--- src/rtl/alu_pkg.sv ---
package alu_pkg;
  parameter int unsigned SEL_W  = 4;
  parameter int unsigned CTRL_W = SEL_W + 2;
  parameter int unsigned FLAG_W = 4;

  typedef struct packed {
    logic             cin;
    logic             logic_mode;
    logic [SEL_W-1:0] sel;
  } alu_ctrl_t;

  typedef struct packed {
    logic cout;
    logic eq;
    logic prop;
    logic gen;
  } slice_flags_t;
endpackage

--- src/rtl/alu_slice.sv ---
module alu_slice
  import alu_pkg::*;
#(
  parameter int unsigned W = 4
) (
  input  logic [W-1:0]     a_i,
  input  logic [W-1:0]     b_i,
  input  logic [SEL_W-1:0] sel_i,
  input  logic             logic_mode_i,
  input  logic             cin_i,
  output logic [W-1:0]     f_o,
  output slice_flags_t     flags_o
);
  logic [W-1:0] x_term, y_term;
  logic [W:0]   carry, gen_acc;

  // y_term is a subset of x_term, so carry = y | (x & c)
  assign x_term = a_i | (b_i & {W{sel_i[0]}}) | (~b_i & {W{sel_i[1]}});
  assign y_term = (a_i & b_i & {W{sel_i[3]}}) | (a_i & ~b_i & {W{sel_i[2]}});

  assign carry[0]   = cin_i;
  assign gen_acc[0] = 1'b0;

  for (genvar i = 0; i < W; i++) begin : g_bit
    assign carry[i+1]   = y_term[i] | (x_term[i] & carry[i]);
    assign gen_acc[i+1] = y_term[i] | (x_term[i] & gen_acc[i]);
  end

  assign f_o = logic_mode_i ? ~(x_term ^ y_term) : (x_term ^ y_term ^ carry[W-1:0]);

  assign flags_o = '{cout: carry[W], eq: &f_o, prop: &x_term, gen: gen_acc[W]};
endmodule

--- src/rtl/alu_ripple_core.sv ---
module alu_ripple_core
  import alu_pkg::*;
#(
  parameter  int unsigned SLICE_W    = 4,
  parameter  int unsigned NUM_SLICES = 2,
  localparam int unsigned DATA_W     = SLICE_W * NUM_SLICES,
  localparam int unsigned STAT_W     = FLAG_W * NUM_SLICES
) (
  input  logic [DATA_W-1:0] a_i,
  input  logic [DATA_W-1:0] b_i,
  input  alu_ctrl_t         ctrl_i,
  output logic [DATA_W-1:0] f_o,
  output logic [STAT_W-1:0] status_o
);
  slice_flags_t flags [NUM_SLICES];

  for (genvar k = 0; k < NUM_SLICES; k++) begin : g_slice
    logic slice_cin;
    if (k == 0) begin : g_first
      assign slice_cin = ctrl_i.cin;
    end else begin : g_chain
      assign slice_cin = flags[k-1].cout;
    end

    alu_slice #(.W(SLICE_W)) u_slice (
      .a_i          (a_i[k*SLICE_W +: SLICE_W]),
      .b_i          (b_i[k*SLICE_W +: SLICE_W]),
      .sel_i        (ctrl_i.sel),
      .logic_mode_i (ctrl_i.logic_mode),
      .cin_i        (slice_cin),
      .f_o          (f_o[k*SLICE_W +: SLICE_W]),
      .flags_o      (flags[k])
    );

    // low slice lands in the most significant flag group
    assign status_o[(NUM_SLICES-1-k)*FLAG_W +: FLAG_W] = flags[k];
  end
endmodule

--- src/rtl/alu_out_stage.sv ---
module alu_out_stage #(
  parameter int unsigned W       = 16,
  parameter bit          REG_OUT = 1'b1
) (
  input  logic         clk_i,
  input  logic         rst_ni,
  input  logic [W-1:0] d_i,
  output logic [W-1:0] q_o
);
  if (REG_OUT) begin : g_reg
    always_ff @(posedge clk_i or negedge rst_ni) begin
      if (!rst_ni) q_o <= '0;
      else         q_o <= d_i;
    end
  end else begin : g_wire
    assign q_o = d_i;
  end
endmodule

--- src/rtl/alu8_slice_pair.sv ---
module alu8_slice_pair
  import alu_pkg::*;
#(
  parameter  int unsigned SLICE_W    = 4,
  parameter  int unsigned NUM_SLICES = 2,
  parameter  bit          REG_OUT    = 1'b1,
  localparam int unsigned DATA_W     = SLICE_W * NUM_SLICES,
  localparam int unsigned STAT_W     = FLAG_W * NUM_SLICES
) (
  input  logic              clk_i,
  input  logic              rst_ni,
  input  logic [DATA_W-1:0] a_i,
  input  logic [DATA_W-1:0] b_i,
  input  logic [CTRL_W-1:0] ctrl_i,
  output logic [DATA_W-1:0] f_o,
  output logic [STAT_W-1:0] status_o
);
  alu_ctrl_t         ctrl;
  logic [DATA_W-1:0] core_f;
  logic [STAT_W-1:0] core_status;

  assign ctrl = alu_ctrl_t'(ctrl_i);

  alu_ripple_core #(.SLICE_W(SLICE_W), .NUM_SLICES(NUM_SLICES)) u_core (
    .a_i      (a_i),
    .b_i      (b_i),
    .ctrl_i   (ctrl),
    .f_o      (core_f),
    .status_o (core_status)
  );

  alu_out_stage #(.W(DATA_W + STAT_W), .REG_OUT(REG_OUT)) u_out (
    .clk_i  (clk_i),
    .rst_ni (rst_ni),
    .d_i    ({core_f, core_status}),
    .q_o    ({f_o, status_o})
  );

  // ---------------- assertions ----------------
  slice_flags_t      lo_flags, hi_flags;
  logic [DATA_W:0]   add_ref;
  logic              all_eq, is_add, past_valid;

  assign lo_flags = core_status[STAT_W-FLAG_W +: FLAG_W];
  assign hi_flags = core_status[0 +: FLAG_W];
  assign add_ref  = {1'b0, a_i} + {1'b0, b_i} + {{DATA_W{1'b0}}, ctrl.cin};
  assign is_add   = !ctrl.logic_mode && (ctrl.sel == 4'd9);

  always_comb begin
    all_eq = 1'b1;
    for (int k = 0; k < NUM_SLICES; k++) all_eq &= core_status[k*FLAG_W + 2];
  end

  always_ff @(posedge clk_i or negedge rst_ni) begin
    if (!rst_ni) past_valid <= 1'b0;
    else         past_valid <= 1'b1;
  end

  assert_add_sum_R1: assert property (@(posedge clk_i) disable iff (!rst_ni)
    is_add |-> ({hi_flags.cout, core_f} == add_ref));

  assert_logic_pass_R2: assert property (@(posedge clk_i) disable iff (!rst_ni)
    (ctrl.logic_mode && ctrl.sel == 4'd15) |-> (core_f == a_i));

  assert_low_gen_carry_R4: assert property (@(posedge clk_i) disable iff (!rst_ni)
    lo_flags.gen |-> lo_flags.cout);

  assert_prop_carry_R6: assert property (@(posedge clk_i) disable iff (!rst_ni)
    (lo_flags.prop && ctrl.cin) |-> lo_flags.cout);

  assert_equal_R5: assert property (@(posedge clk_i) disable iff (!rst_ni)
    (!ctrl.logic_mode && ctrl.sel == 4'd6 && !ctrl.cin) |-> (all_eq == (a_i == b_i)));

  if (NUM_SLICES > 1) begin : g_ripple_chk
    slice_flags_t next_flags;
    assign next_flags = core_status[STAT_W-2*FLAG_W +: FLAG_W];
    assert_ripple_R3: assert property (@(posedge clk_i) disable iff (!rst_ni)
      (lo_flags.cout && next_flags.prop) |-> next_flags.cout);
  end

  if (REG_OUT) begin : g_lat_chk
    assert_reg_latency_R7: assert property (@(posedge clk_i) disable iff (!rst_ni)
      (past_valid && $past(is_add)) |-> (f_o == $past(add_ref[DATA_W-1:0])));
  end
endmodule

--- config.mk ---
export PLATFORM = sky130hd
export DESIGN_NAME = alu8_slice_pair
export DESIGN_NICKNAME = d
export VERILOG_FILES = /design/src/rtl/alu_pkg.sv /design/src/rtl/alu_slice.sv /design/src/rtl/alu_ripple_core.sv /design/src/rtl/alu_out_stage.sv /design/src/rtl/alu8_slice_pair.sv
export SDC_FILE = /design/constraint.sdc
export NUM_CORES = 1
export LEC_CHECK = 0
export ABC_AREA = 1
export BUFFER_PORTS_ARGS = -buffer_cell sky130_fd_sc_hd__clkbuf_2
export CELL_PAD_IN_SITES_DETAIL_PLACEMENT = 0
export CELL_PAD_IN_SITES_GLOBAL_PLACEMENT = 1
export CORE_MARGIN = 3
export CORE_UTILIZATION = 37
export DETAILED_ROUTE_END_ITERATION = 10
export GPL_TIMING_DRIVEN = 0
export PLACE_DENSITY = 0.88
export SLEW_MARGIN = 0
export SYNTH_ARGS = -nofsm -noshare
export SYNTH_HDL_FRONTEND = slang
export SYNTH_HIERARCHICAL = 1
export SYNTH_SLANG_ARGS = --single-unit
export TNS_END_PERCENT = 20
--- constraint.sdc ---
create_clock -name clk_i -period 0.9 [get_ports clk_i]
set_input_delay 0.045 -clock clk_i [delete_from_list [all_inputs] [get_ports clk_i]]
set_output_delay 0.045 -clock clk_i [all_outputs]
set_load 0.02 [all_outputs]
==> run_results.csv <==
group,metric,value,unit
logic_synthesis,ys_seq_area_share,33.4,%
logic_synthesis,yosysWarnings,6,
sta,period_needed,1.33,ns
global_route,grt_max_degree,17,
worst_setup_path,crit_arrival,1.54,ns
global_route,grt_use_total,12.4,%
logic_synthesis,synth.avg_cell_area,7.31,µm²
global_route,antenna_found_initial,0,
route,num_vias,1107,
power_and_ir_drop,p_sw_share,35.2,%
sta,max_slew_margin,76.3,%
route,ant_nets,0,
sta,finalHoldViolations,0,
worst_setup_path,cp_max_fo,4,
clocking,htreeDepth,1,
clocking,numCtsBuffers,3,
route,wl,2.46,mm
die,dieArea,3960,µm²
route,drt_iter0_markers,15,
worst_setup_path,critPathKind,"in -> reg",
power_and_ir_drop,ir_drop,412,µV
die,io_pins,40,
sta,rsz0062_at_grt,"yes",
route,drc,0,
route,drt-wirelength-per-cell,9.43,µm
final_layout,syn_to_final_growth,40.9,%
power_and_ir_drop,p_clk_share,20.1,%
worst_setup_path,start_kind,"primary input",
power_and_ir_drop,power.share.sequential,37.8,%
clocking,path_clk_slew,0.08,ns
worst_setup_path,critPathRequiredTime,1.11,ns
clocking,cts_tree,"done",
final_layout,antennaDiodeCount,0,
logic_synthesis,synth-xor-area-share,2.71,%
final_layout,fin_nets,242,
logic_synthesis,ys_ff_latch,16,
final_layout,fillers,319,
power_and_ir_drop,power_switching,0.000775,W
place,placed_cell_area,1460,µm²
global_route,grt_first_pass_wirelength,4.04,mm
power_and_ir_drop,cellPowerDensity,1300,nW/µm²
logic_synthesis,synthMuxAreaShare,0,%
final_layout,fin_area,1690,µm²
logic_synthesis,synth_top_family_by_area,"simple AND/OR/NAND/NOR gates",
die,rows,20,
power_and_ir_drop,p_int,0.00142,W
route,viasPerCell,4.24,
status,violations,"setup timing",
clocking,clockBufferDepth,2,
place,gp_congestion,0.774,
worst_setup_path,cpLargestDelayFamily,"simple AND/OR/NAND/NOR gates",
final_layout,regMostFlops,"u_out/q_o",
die,die_h,62.9,µm
power_and_ir_drop,p_leak,0.939,nW
flow_run,cap_violations,0,
place,io_buffers,39,
status,outcome,"finished with violations",
logic_synthesis,synth_cells,164,
place,hpwl,1.96,mm
clocking,clockRootBuffer,"clkbuf_4",
logic_synthesis,synth_compound_area_share,11.9,%
logic_synthesis,synth_fa_ha_area_share,0,%
place,dpl_worst_slack,-0.841,ns
worst_setup_path,setup.worst_path.end_class,"register",
global_route,grt_overflow,0,
clocking,clock_sinks,16,
final_layout,most-common-layout-cells,"clkbuf_2 (32), nand2_1 (25), inv_1 (23)",
final_layout,reg.largest.list,"u_out/q_o x16",
global_route,grt_pass1_vias,932,
final_layout,largest_register_ffs,16,
sta,worstMarginPinSlew,0.356,ns
sta,fin_ws,-0.428,ns
worst_setup_path,cpPeakStageDelay,0.27,ns
worst_setup_path,path_buf_inv,1,
place,dp.cells,247,
sta,setup_violations,6,
sta,final.period_utilization,148,%
route,firstDrtPassIters,4,
sta,fmax,753,MHz
die,coreArea,3080,µm²
power_and_ir_drop,power.share.combinational,42.2,%
die,start_util,38.9,%
die,die_x,62.9,µm
logic_synthesis,synth_cell_types,22,
sta,slew_viol_final,0,
logic_synthesis,syn_area,1200,µm²
final_layout,fin_util,54.9,%
min_path,hp-class,"in -> reg",
logic_synthesis,yosys.area_share.simple,40.1,%
logic_synthesis,synth_fp_nets,188,
final_layout,fin_cells,261,
final_layout,layout_commonest_cell,"clkbuf_2",
power_and_ir_drop,power.total,0.00220,W
worst_setup_path,crit_chain,"buf_2 -> a21oi_2 -> o21ai_4 -> nand2_2 -> nand2_2 -> a21oi_2 -> o21ai_2 -> or2_4 -> xor2_2 -> nor2_2 -> nand3_1 -> nor2_1",
worst_setup_path,slowest_stage,"or2_4",
final_layout,drive_above_1_share,53.5,%
-- stage by stage --
step	setup TNS, ns	hold WS [ns]
2_1_floorplan	-2.42	-0.251
6_report	-1.98	0.0829
5_1_grt	-2.70	0.0969
3_3_place_gp	-5.58	-0.0335
4_1_cts	-1.78	0.107
3_5_place_dp	-5.75	-0.0312
-- cells in the mapped netlist (all sizes together) --
library cell	n	share of area (%)
nand2	44	17
inv	36	11
nor2	20	7.1
dfrtp	16	33
nand3	14	7.5
o21ai	8	4.6
a21oi	4	1.7
nand4	4	3.1
o211ai	4	4.2
or2	4	2.1
and2	2	1.5
clkinv	2	0.63
nor3	2	1.7
o221ai	2	1.5
xor2	2	2.7
-- cell type report --
type	count	area [µm²]	area share [%]
clock buffer	4	36.3	2.15
inverter	38	145	8.59
multi-input combinational	110	722	42.7
sequential	16	400	23.7
tap	44	55.1	3.26
timing repair buffer	49	330	19.6
-- routing by layer --
layer	routed length, µm	global-route usage (%)
met5	0	0
met4	20	5.79
met3	124	1.44
met2	1160	18.7
met1	1160	17.5
-- path summary, 6_finish.rpt --
check | start | to | cells after the start
max in group asynchronous | rst_ni | u_out/q_o[0]$_DFF_PN0_ | 2
min | ctrl_i[3] | u_out/q_o[0]$_DFF_PN0_ | 3
min in group asynchronous | rst_ni | u_out/q_o[7]$_DFF_PN0_ | 2
max | b_i[1] | u_out/q_o[2]$_DFF_PN0_ | 12
-- power by group through the flow --
| stage | logic [W] | clock network [W] | registers [W] |
|---|---|---|---|
| 5_1_grt | 0.00102 | 0.000478 | 0.000845 |
| 4_1_cts | 0.000843 | 0.000455 | 0.000831 |
| 3_3_place_gp | 0.000802 | 0 | 0.000847 |
| 2_1_floorplan | 0.000426 | 0 | 0.000976 |
| 3_5_place_dp | 0.000809 | 0 | 0.000846 |
| 6_report | 0.000928 | 0.000441 | 0.000831 |
-- cell families (layout without fill, tap and decap cells) --
kind of cell,after synthesis,in the layout
xor+xnor,2,2
buf+inv,38,91
compound gates,18,18
flops,16,16
simple gates,90,90
-- worst min-delay path, cell delays in order --
cell	delay [ns]
buf_8	0.10
o21ai_1	0.10
nand2_1	0.07
-- repair_timing --
item / 4_1_cts / 5_1_grt
pin swaps: 6 / 15
endpoints found under the hold margin: 16 / 0
hold buffers: 1 / 0
endpoints found under the setup margin: 6 / 8
resized for setup: 5 / 34
setup buffers: 4 / 5
No activity file was read; power rests on OpenSTA's default activity.
